## config.mk

```make
export PLATFORM = sky130hd
export DESIGN_NAME = set_assoc_cache
export DESIGN_NICKNAME = d
export VERILOG_FILES = /design/src/rtl/cache_pkg.sv /design/src/rtl/cache_datapath.sv /design/src/rtl/cache_control.sv /design/src/rtl/set_assoc_cache.sv
export SDC_FILE = /design/constraint.sdc
export NUM_CORES = 1
export LEC_CHECK = 0
export ABC_AREA = 1
export BUFFER_PORTS_ARGS = -buffer_cell sky130_fd_sc_hd__buf_4
export CORE_MARGIN = 2
export CORE_UTILIZATION = 35
export CTS_BUF_LIST = sky130_fd_sc_hd__clkbuf_16
export DETAILED_ROUTE_END_ITERATION = 16
export PLACE_DENSITY_LB_ADDON = 0.3
export RECOVER_POWER = 100
export SLEW_MARGIN = 20
export SYNTH_ARGS = -nofsm -noshare
export SYNTH_HDL_FRONTEND = slang
export SYNTH_HIERARCHICAL = 1
export SYNTH_SLANG_ARGS = --single-unit
```

## constraint.sdc

```tcl
create_clock -name clk -period 11.1 [get_ports clk]
set_input_delay 2.22 -clock clk [delete_from_list [all_inputs] [get_ports clk]]
set_output_delay 2.22 -clock clk [all_outputs]
set_load 0.02 [all_outputs]
```

## src/rtl/cache_pkg.sv

```systemverilog
package cache_pkg;

  typedef enum logic [2:0] {
    ST_IDLE,
    ST_EVICT,
    ST_FILL,
    ST_REPLAY,
    ST_WTHRU
  } ctlState_t;

  // strobes from the sequencer to the storage datapath
  typedef struct packed {
    logic useLatch;    // probe the held request instead of the port
    logic capture;     // hold the incoming request
    logic touch;       // refresh the LRU record of the probed set
    logic writeWord;   // write the request word into the hit way
    logic setDirty;    // mark the hit way dirty
    logic respond;     // pulse the processor response
    logic pickVictim;  // freeze the victim way and its tag
    logic fillBeat;    // store one refill word
    logic fillDone;    // mark the refilled way valid and clean
    logic selEvict;    // memory address/data from the victim
    logic selWthru;    // memory address/data from the held request
  } ctlStrobe_t;

endpackage

```

## src/rtl/cache_datapath.sv

```systemverilog
module cache_datapath
  import cache_pkg::*;
#(
  parameter int ADDR_W      = 8,
  parameter int DATA_W      = 16,
  parameter int SETS        = 2,
  parameter int WAYS        = 2,
  parameter int BLOCK_WORDS = 2
) (
  input  logic              clk,
  input  logic              rst,
  input  ctlStrobe_t        strobe,
  input  logic [$clog2(BLOCK_WORDS)-1:0] beat,
  input  logic [ADDR_W-1:0] cpuAddr,
  input  logic              cpuWe,
  input  logic [DATA_W-1:0] cpuWdata,
  input  logic [DATA_W-1:0] memRdata,
  output logic              probeHit,
  output logic              probeWe,
  output logic              victimDirty,
  output logic [ADDR_W-1:0] memAddr,
  output logic [DATA_W-1:0] memWdata,
  output logic              cpuValid,
  output logic [DATA_W-1:0] cpuRdata
);

  localparam int SET_W = $clog2(SETS);
  localparam int OFF_W = $clog2(BLOCK_WORDS);
  localparam int TAG_W = ADDR_W - SET_W - OFF_W;
  localparam int WAY_W = (WAYS > 1) ? $clog2(WAYS) : 1;

  logic [WAYS-1:0]   validQ [SETS];
  logic [WAYS-1:0]   dirtyQ [SETS];
  logic [WAY_W-1:0]  lruQ   [SETS];
  logic [TAG_W-1:0]  tagQ   [WAYS][SETS];
  logic [DATA_W-1:0] dataQ  [WAYS][SETS][BLOCK_WORDS];

  logic [ADDR_W-1:0] latAddr;
  logic              latWe;
  logic [DATA_W-1:0] latWdata;
  logic [WAY_W-1:0]  vicWayQ;
  logic [TAG_W-1:0]  vicTagQ;

  logic [ADDR_W-1:0] probeAddr;
  logic [DATA_W-1:0] probeData;
  logic [OFF_W-1:0]  pOff;
  logic [SET_W-1:0]  pSet;
  logic [TAG_W-1:0]  pTag;
  logic [WAYS-1:0]   hitVec;
  logic [WAY_W-1:0]  hitWay;
  logic [WAY_W-1:0]  vicWay;
  logic [WAY_W-1:0]  lruNext;

  assign probeAddr = strobe.useLatch ? latAddr  : cpuAddr;
  assign probeData = strobe.useLatch ? latWdata : cpuWdata;
  assign probeWe   = strobe.useLatch ? latWe    : cpuWe;
  assign pOff      = probeAddr[OFF_W-1:0];
  assign pSet      = probeAddr[OFF_W +: SET_W];
  assign pTag      = probeAddr[ADDR_W-1 -: TAG_W];

  // one comparator per way
  for (genvar w = 0; w < WAYS; w++) begin : g_cmp
    assign hitVec[w] = validQ[pSet][w] && (tagQ[w][pSet] == pTag);
  end
  assign probeHit = |hitVec;

  always_comb begin
    hitWay = '0;
    for (int w = 0; w < WAYS; w++)
      if (hitVec[w]) hitWay = WAY_W'(w);
  end

  // lowest empty way wins, otherwise the LRU way
  always_comb begin
    vicWay = lruQ[pSet];
    for (int w = WAYS - 1; w >= 0; w--)
      if (!validQ[pSet][w]) vicWay = WAY_W'(w);
  end
  assign victimDirty = validQ[pSet][vicWay] && dirtyQ[pSet][vicWay];

  assign lruNext = (WAYS == 2) ? ~hitWay : '0;

  always_ff @(posedge clk) begin
    if (rst) begin
      for (int s = 0; s < SETS; s++) begin
        validQ[s] <= '0;
        dirtyQ[s] <= '0;
        lruQ[s]   <= '0;
      end
      cpuValid <= 1'b0;
    end else begin
      cpuValid <= strobe.respond;
      if (strobe.touch)    lruQ[pSet] <= lruNext;
      if (strobe.setDirty) dirtyQ[pSet][hitWay] <= 1'b1;
      if (strobe.fillDone) begin
        validQ[pSet][vicWayQ] <= 1'b1;
        dirtyQ[pSet][vicWayQ] <= 1'b0;
      end
    end
  end

  always_ff @(posedge clk) begin
    if (strobe.capture) begin
      latAddr  <= cpuAddr;
      latWe    <= cpuWe;
      latWdata <= cpuWdata;
    end
    if (strobe.pickVictim) begin
      vicWayQ <= vicWay;
      vicTagQ <= tagQ[vicWay][pSet];
    end
    if (strobe.fillDone)  tagQ[vicWayQ][pSet] <= pTag;
    if (strobe.fillBeat)  dataQ[vicWayQ][pSet][beat] <= memRdata;
    if (strobe.writeWord) dataQ[hitWay][pSet][pOff] <= probeData;
    if (strobe.respond)   cpuRdata <= dataQ[hitWay][pSet][pOff];
  end

  always_comb begin
    if (strobe.selEvict)      memAddr = {vicTagQ, pSet, beat};
    else if (strobe.selWthru) memAddr = latAddr;
    else                      memAddr = {pTag, pSet, beat};
  end
  assign memWdata = strobe.selEvict ? dataQ[vicWayQ][pSet][beat] : latWdata;

endmodule

```

## src/rtl/cache_control.sv

```systemverilog
module cache_control
  import cache_pkg::*;
#(
  parameter int BLOCK_WORDS = 2,
  parameter bit WRITE_BACK  = 1'b1
) (
  input  logic       clk,
  input  logic       rst,
  input  logic       cpuReq,
  input  logic       probeHit,
  input  logic       probeWe,
  input  logic       victimDirty,
  input  logic       memReady,
  output ctlStrobe_t strobe,
  output logic [$clog2(BLOCK_WORDS)-1:0] beat,
  output logic       memReq,
  output logic       memWe,
  output logic       cpuBusy
);

  localparam int OFF_W = $clog2(BLOCK_WORDS);

  ctlState_t        stateQ, stateD;
  logic [OFF_W-1:0] beatQ, beatD;
  logic             lastBeat;

  assign beat     = beatQ;
  assign lastBeat = (beatQ == OFF_W'(BLOCK_WORDS - 1));
  assign cpuBusy  = (stateQ != ST_IDLE);

  always_comb begin
    strobe = '0;
    stateD = stateQ;
    beatD  = beatQ;
    memReq = 1'b0;
    memWe  = 1'b0;
    unique case (stateQ)
      ST_IDLE: begin
        strobe.capture = cpuReq;
        if (cpuReq) begin
          if (probeHit) begin
            strobe.touch = 1'b1;
            if (!probeWe) begin
              strobe.respond = 1'b1;
            end else begin
              strobe.writeWord = 1'b1;
              if (WRITE_BACK) begin
                strobe.setDirty = 1'b1;
                strobe.respond  = 1'b1;
              end else begin
                stateD = ST_WTHRU;
              end
            end
          end else if (probeWe && !WRITE_BACK) begin
            stateD = ST_WTHRU;
          end else begin
            strobe.pickVictim = 1'b1;
            beatD  = '0;
            stateD = victimDirty ? ST_EVICT : ST_FILL;
          end
        end
      end
      ST_EVICT: begin
        strobe.useLatch = 1'b1;
        strobe.selEvict = 1'b1;
        memReq = 1'b1;
        memWe  = 1'b1;
        if (memReady) begin
          beatD = lastBeat ? '0 : beatQ + 1'b1;
          if (lastBeat) stateD = ST_FILL;
        end
      end
      ST_FILL: begin
        strobe.useLatch = 1'b1;
        memReq = 1'b1;
        if (memReady) begin
          strobe.fillBeat = 1'b1;
          beatD = lastBeat ? '0 : beatQ + 1'b1;
          if (lastBeat) begin
            strobe.fillDone = 1'b1;
            stateD = ST_REPLAY;
          end
        end
      end
      ST_REPLAY: begin
        strobe.useLatch = 1'b1;
        strobe.touch    = 1'b1;
        strobe.respond  = 1'b1;
        if (probeWe) begin
          strobe.writeWord = 1'b1;
          strobe.setDirty  = WRITE_BACK;
        end
        stateD = ST_IDLE;
      end
      ST_WTHRU: begin
        strobe.useLatch = 1'b1;
        strobe.selWthru = 1'b1;
        memReq = 1'b1;
        memWe  = 1'b1;
        if (memReady) begin
          strobe.respond = 1'b1;
          stateD = ST_IDLE;
        end
      end
      default: stateD = ST_IDLE;
    endcase
  end

  always_ff @(posedge clk) begin
    if (rst) begin
      stateQ <= ST_IDLE;
      beatQ  <= '0;
    end else begin
      stateQ <= stateD;
      beatQ  <= beatD;
    end
  end

endmodule

```

## src/rtl/set_assoc_cache.sv

```systemverilog
module set_assoc_cache
  import cache_pkg::*;
#(
  parameter int ADDR_W      = 8,
  parameter int DATA_W      = 16,
  parameter int SETS        = 2,
  parameter int WAYS        = 2,
  parameter int BLOCK_WORDS = 2,
  parameter bit WRITE_BACK  = 1'b1
) (
  input  logic              clk,
  input  logic              rst,
  input  logic              cpuReq,
  input  logic              cpuWe,
  input  logic [ADDR_W-1:0] cpuAddr,
  input  logic [DATA_W-1:0] cpuWdata,
  output logic              cpuBusy,
  output logic              cpuValid,
  output logic [DATA_W-1:0] cpuRdata,
  output logic              memReq,
  output logic              memWe,
  output logic [ADDR_W-1:0] memAddr,
  output logic [DATA_W-1:0] memWdata,
  input  logic              memReady,
  input  logic [DATA_W-1:0] memRdata
);

  localparam int OFF_W = $clog2(BLOCK_WORDS);

  ctlStrobe_t       strobe;
  logic [OFF_W-1:0] beat;
  logic             probeHit;
  logic             probeWe;
  logic             victimDirty;

  cache_control #(
    .BLOCK_WORDS(BLOCK_WORDS),
    .WRITE_BACK (WRITE_BACK)
  ) u_control (
    .clk        (clk),
    .rst        (rst),
    .cpuReq     (cpuReq),
    .probeHit   (probeHit),
    .probeWe    (probeWe),
    .victimDirty(victimDirty),
    .memReady   (memReady),
    .strobe     (strobe),
    .beat       (beat),
    .memReq     (memReq),
    .memWe      (memWe),
    .cpuBusy    (cpuBusy)
  );

  cache_datapath #(
    .ADDR_W     (ADDR_W),
    .DATA_W     (DATA_W),
    .SETS       (SETS),
    .WAYS       (WAYS),
    .BLOCK_WORDS(BLOCK_WORDS)
  ) u_datapath (
    .clk        (clk),
    .rst        (rst),
    .strobe     (strobe),
    .beat       (beat),
    .cpuAddr    (cpuAddr),
    .cpuWe      (cpuWe),
    .cpuWdata   (cpuWdata),
    .memRdata   (memRdata),
    .probeHit   (probeHit),
    .probeWe    (probeWe),
    .victimDirty(victimDirty),
    .memAddr    (memAddr),
    .memWdata   (memWdata),
    .cpuValid   (cpuValid),
    .cpuRdata   (cpuRdata)
  );

endmodule

```

* After elaboration in Yosys (flattened, before gate mapping)
Memory sizes are Yosys's and may differ from the RTL's. A register that Yosys moved wholly into a read port is not among the register bits.
Cells that the tools add are included.
** Word-level totals
- Flip-flop bits (word level) :: 53
- Memory bits (writable) :: 162
- Bits of input ports :: 45
- Word-level logic and storage cells :: 178
- Memories kept :: 5
** Cells by class
- Add/sub/neg operators :: 1
- Magnitude comparators :: 11
- Eq/ne operators :: 14
- Muxes and demuxes :: 110
- Bitwise operators :: 6
- Reduce and logical (&&, ||, !) cells :: 22
** Memories
- u_datapath.dataQ :: words 2, width 64, read ports 2, clocked after Yosys merged registers in 1, write ports 1, RTL line cache_datapath.sv:36 : logic [DATA_W-1:0] dataQ [WAYS][SETS][BLOCK_WORDS];
- u_datapath.tagQ :: words 2, width 12, read ports 3, clocked after Yosys merged registers in 0, write ports 1, RTL line cache_datapath.sv:35 : logic [TAG_W-1:0] tagQ [WAYS][SETS];
- u_datapath.dirtyQ :: words 2, width 2, read ports 1, clocked after Yosys merged registers in 0, write ports 2, RTL line cache_datapath.sv:33 : logic [WAYS-1:0] dirtyQ [SETS];
- u_datapath.validQ :: words 2, width 2, read ports 1, clocked after Yosys merged registers in 0, write ports 2, RTL line cache_datapath.sv:32 : logic [WAYS-1:0] validQ [SETS];
- u_datapath.lruQ :: words 2, width 1, read ports 1, clocked after Yosys merged registers in 0, write ports 2, RTL line cache_datapath.sv:34 : logic [WAY_W-1:0] lruQ [SETS];
** Operators by type and width (number)
- 32-bit 2-to-1 mux :: 8
- 64-bit 2-to-1 mux :: 4
- 16-bit 2-to-1 mux :: 10
- 32-bit demux with 1-bit select :: 2
- 64-bit OR reduction :: 1
- 6-bit 2-to-1 mux :: 10
- 1-bit 2-to-1 mux :: 44
- 16-bit demux with 1-bit select :: 2
- 8-bit 2-to-1 mux :: 3
- 3-bit 2-to-1 mux :: 7
- 2-bit 2-to-1 mux :: 10
- 6-bit == test :: 2
- 12-bit 2-to-1 mux :: 1
- 3-bit one-hot mux with 4 select lines :: 1
- 2-bit != test, second input constant :: 5
- 2-bit OR reduction :: 5
- 1-bit logical AND :: 8
- 7-bit AND reduction :: 1
- 6-bit demux with 1-bit select :: 1
- 3-bit by 2-bit == test with 1-bit output, second input constant :: 2
- 2-bit greater-or-equal comparator, second input constant :: 3
- 1-bit by 2-bit < comparator with 1-bit output, second input constant :: 3
- 2-bit by 1-bit < comparator with 1-bit output, second input constant :: 3
- 2-bit by 1-bit != test with 1-bit output, second input constant :: 3
- 20 further kinds :: 25

* Logic depth before layout (Yosys ltp)
- Word-level depth :: 20
- Mapped depth :: 27

* Modules after synthesis
Netlist, hierarchy kept.
** Modules (own cells, without submodules)
- cache_datapath :: times used 1, cells an instance 1476, area each 11954.0 um^2, sequential area each 6306.0 um^2
- cache_control :: times used 1, cells an instance 62, area each 411.6 um^2, sequential area each 60.1 um^2

* Worst setup path after synthesis
OpenSTA, ideal clock, no wires.
- Kind :: input to register
- From :: in cpuAddr[4]
- To :: mem u_datapath/dataQ[0][48] (netlist bit), enable pin
- Setup time :: 411 ps
- Arrival time :: 6119 ps
- Required time :: 10689 ps
- Slack :: 4570 ps
- Stages :: 19
- Buffers on the path :: 4
- Cell sequence :: inv_1 > o21ai_0 > inv_2 > nand3_1 > nand3_1 > nor2_1 > nand2_2 > buf_6 > buf_6 > nand2_1 > nand3_1 > a21oi_1 > and2_1 > buf_4 > inv_1 > nor3_1 > nand2_1 > buf_2 > o21ai_0
** RTL lines
- start: declaration :: RTL line set_assoc_cache.sv:15 : input logic [ADDR_W-1:0] cpuAddr,
- end: declaration :: RTL line cache_datapath.sv:36

* Worst setup path after layout
- From :: reg u_control.stateQ[1]
- To :: out memWdata[4]
** On the way
- Longest elaborated chain between the ends :: 12
** RTL lines
- start: declaration :: RTL line cache_control.sv:23 : ctlState_t stateQ, stateD;
- start signal: assignment :: RTL line cache_control.sv:114 : stateQ <= stateD;
- 3-bit by 1-bit == test with 1-bit output (tied with other cells) :: RTL line cache_control.sv:37 : unique case (stateQ)
- 4-bit OR reduction (no line)
- 1-bit 2-to-1 mux :: RTL line cache_control.sv:37
- 8-bit 2-to-1 mux :: RTL line cache_datapath.sv:54 : assign probeAddr = strobe.useLatch ? latAddr : cpuAddr;
- 1-bit NOT with 2-bit output (not written as such) :: RTL line cache_datapath.sv:123 : assign memWdata = strobe.selEvict ? dataQ[vicWayQ][pSet][beat] : latWdata;
- 32-bit 2-to-1 mux (not written as such) (3 in a row) :: RTL line cache_datapath.sv:123
- 16-bit 2-to-1 mux (not written as such) (3 in a row) :: RTL line cache_datapath.sv:123
- 16-bit 2-to-1 mux (*) :: RTL line cache_datapath.sv:123
- end: declaration :: RTL line set_assoc_cache.sv:23 : output logic [DATA_W-1:0] memWdata,
Mark *: on every way between the ends. The rest lies on a longest branch, timed or not. The select of a mux whose other input is x is not followed.

==> impl_metrics.csv <==
group,metric,value,unit
clock_tree,postCtsSetupRepairBufs,0,
timing,rsz0062_at_grt,"no",
critical_path,rrSetupSlack,2340,ps
timing,setup_violations,0,
final_layout,n_fill_cell,3550,
critical_path,crit_required,8880,ps
timing,slew_headroom,0.0294,
synthesis,yosys-top-cells-count,"nand2_1, inv_1, edfxtp_1",
power,power_frac_clock,0.234,
final_layout,area.growth.synth_to_final,11.5,%
critical_path,crit_chain,"inv_1 -> ha_1 -> clkinv_1 -> inv_1 -> nand2_1 -> nand2_1 -> clkbuf_1 -> nor2_1 -> inv_1 -> o22ai_1 -> nand2_1 -> o211a_1 -> a21oi_1 -> clkbuf_1",
clock_tree,clock-root-buffer,"clkbuf_16",
placed_design,dpl.cell_count,1990,
synthesis,syn_area,12400,µm²
detailed_routing,drc,0,
timing,fmax,112,MHz
synthesis,yosysTopAreaCellShare,0.500,
clock_tree,clkTransAtPathRegs,60,ps
power,intPower,1.87,mW
synthesis,synth.distinct_cells,36,
clock_tree,cts_hold_buf,0,
detailed_routing,drt_iter0_drc,1213,
final_layout,fin_nets,1616,
synthesis,synth_nets,1591,
critical_path,cp.arrival,6680,ps
clock_tree,cts-htree-levels,1,
power,sw_frac_of_total,0.468,
timing,hold_viol_final,0,
critical_path,cpMaxStageDelayCell,"clkbuf_1",
final_layout,utilization,0.398,
final_layout,n_antenna_cell,0,
global_routing,grt_pass1_wl,62.3,mm
critical_path,critPathMaxFanout,35,
detailed_routing,wl_per_cell,20.5,µm
floorplan,initial_utilization,0.357,
clock_tree,numCtsBuffers,26,
critical_path,crit_type,"reg -> out",
clock_tree,cts_sinks,215,
floorplan,dieArea,36900,µm²
floorplan,top_level_ports,89,
placed_design,dpl.hpwl,28.8,mm
synthesis,synth.avg_cell_area,8.04,µm²
outcome,outcome,"finished, final reports clean",
floorplan,core_area,34600,µm²
synthesis,yosys.area.top_type,"edfxtp_1",
detailed_routing,detail_route.vias_per_cell,5.29,
critical_path,start_kind,"flip-flop",
timing,skew,19.3,ps
clock_tree,cts_resized,0,
timing,period_share,0.802,
floorplan,die_y,192,µm
power,comb_power_share,0.464,
final_layout,seqCellArea,6370,µm²
synthesis,synth-seq-area-share,0.515,
power,power.leakage,6.11,nW
synthesis,syn_inst,1538,
clock_tree,cts_max_path_buffers,3,
synthesis,synthArstFlopShare,0,
global_routing,grt_overflow_total,0,
power,p_seq_frac,0.302,
placed_design,portBuffers,88,
detailed_routing,antenna_left,0,
synthesis,yosysMostFrequentCell,"nand2_1",
synthesis,yosysWarningCount,6,
global_routing,track_usage,0.227,
synthesis,ys.flop_type,"edfxtp_1",
timing,tightest_slew,1460,ps
power,report.power.total,3.51,mW
global_routing,first_global_vias,10270,
detailed_routing,num_vias,10774,
worst_hold_path,hold_class,"reg -> reg",
timing,period_minus_slack,8900,ps
synthesis,synth-edff-count,206,
final_layout,drive_gt1_frac,0.0594,
timing,slew_viol_final,0,
floorplan,die_x,192,µm
power,power.switching,1.64,mW
clock_tree,tritoncts,"yes",
detailed_routing,routed_wirelength,41.8,mm
placed_design,globalplace.congestion,0.930,
critical_path,slowest_delay,1060,ps
floorplan,num_rows,68,
run,cap_violations,0,
synthesis,ys_ff_latch,215,
power,irDropWorstVdd,0.141,mV
clock_tree,insertion_delay,540,ps
final_layout,multiInputGateArea,4640,µm²
final_layout,fin_cells,2038,
global_routing,antenna_found_initial,1,
power,powerDensity,255,nW/µm²
critical_path,endpoint_kind,"output pin",
timing,tns,0,ps
global_routing,grt_max_degree,82,
detailed_routing,first_pass_iters,5,
synthesis,synth_area_leaders,"edfxtp_1, nand2_1, inv_1, o21ai_0, nand3_1",
==> layout by cell type, fill, tap and decap left out, types with 2 or more instances in the layout <==
cell / synthesis / final
nand2_1: 458 / 464
inv_1: 222 / 228
edfxtp_1: 206 / 206
o21ai_0: 159 / 171
nand3_1: 145 / 146
clkbuf_1: 33 / 60
nor2_1: 52 / 47
a21oi_1: 46 / 46
o22ai_1: 34 / 34
buf_4: 8 / 30
clkbuf_16: 0 / 27
nand3b_1: 16 / 16
clkbuf_4: 0 / 11
o211a_1: 11 / 11
clkinv_1: 0 / 10
nor3_1: 9 / 9
ha_1: 8 / 8
dfxtp_1: 9 / 8
o21ai_2: 2 / 7
clkinv_2: 1 / 4
a41oi_1: 4 / 4
o21ai_1: 20 / 3
nor2_2: 0 / 3
o211ai_1: 3 / 3
o221ai_1: 3 / 3
o21a_1: 3 / 3
clkinv_4: 0 / 2
bufinv_16: 0 / 2
nand2_2: 8 / 2
nor2_4: 0 / 2
xor2_1: 2 / 2
==> cell families after synthesis <==
group | count (synthesis) | share of synthesized area
AO/OA/AOI/OAI | 287 | 0.129
XOR/XNOR | 2 | 0.00142
adder cells (fa/ha/maj) | 8 | 0.00810
buffers and inverters | 331 | 0.112
flip-flops | 215 | 0.515
multiplexers | 1 | 0.000810
other | 1 | 0.000303
AND/OR/NAND/NOR | 693 | 0.234
==> layout make-up <==
class	count	area share
clock inverters	21	0.0105
repair buffers	102	0.0389
multi-input cells	992	0.337
inverters	226	0.0616
clock buffers	27	0.0490
flip-flops and latches	215	0.462
well taps	455	0.0413
==> power by group through the flow <==
stage | Clock, mW | Sequential [mW] | Combinational [mW]
floorplan | 0 | 1.07 | 1.03
global placement | 0 | 1.07 | 1.66
detailed placement | 0 | 1.07 | 1.66
CTS | 0.838 | 1.06 | 1.67
global route | 0.866 | 1.06 | 1.76
finish | 0.822 | 1.06 | 1.63
==> through the flow <==
step	setup WS (ps)	cell area [µm²]	hold WS [ps]
2_1_floorplan	4570	12400	435
3_3_place_gp	3890	13200	452
3_5_place_dp	3790	13200	454
4_1_cts	3710	14000	467
5_1_grt	1640	13800	498
6_report	2200	13800	462
==> critical path: cells and delay by family, from the launching register on <==
| family | cells | cell delay [ps] |
|---|---|---|
| buffers and inverters | 6 | 4060 |
| AND/OR/NAND/NOR | 4 | 880 |
| AO/OA/AOI/OAI | 3 | 500 |
| flip-flops | 1 | 350 |
| adder cells (fa/ha/maj) | 1 | 290 |
==> flip-flops by register name (all words and copies together) (netlist names), 4 cells and up, named ones only <==
register             flops
u_datapath/cpuRdata     16
u_datapath/dataQ       128
u_datapath/dirtyQ        4
u_datapath/latAddr       8
u_datapath/latWdata     16
u_datapath/tagQ         24
u_datapath/validQ        4
u_datapath/vicTagQ       6
==> routing by layer <==
metal / up-vias / share of wire / global-route usage
li1: 5111 / - / -
met3: 108 / 0.090 / 0.0437
met5: - / 0 / 0
met4: 0 / 0.044 / 0.0976
met2: 560 / 0.46 / 0.374
met1: 4995 / 0.40 / 0.291
==> final timing paths <==
| path | start | end | depth (start not counted) |
|---|---|---|---|
| max | u_control/stateQ[1] | memWdata[4] | 14 |
| min | u_datapath/validQ[0][0] | u_datapath/validQ[0][0] | 1 |
| max reg2reg | u_control/stateQ[1] | u_datapath/dataQ[1][24] | 23 |
| min reg2reg | u_datapath/validQ[0][0] | u_datapath/validQ[0][0] | 1 |
Note: power is estimated with default switching activity, not from simulation.
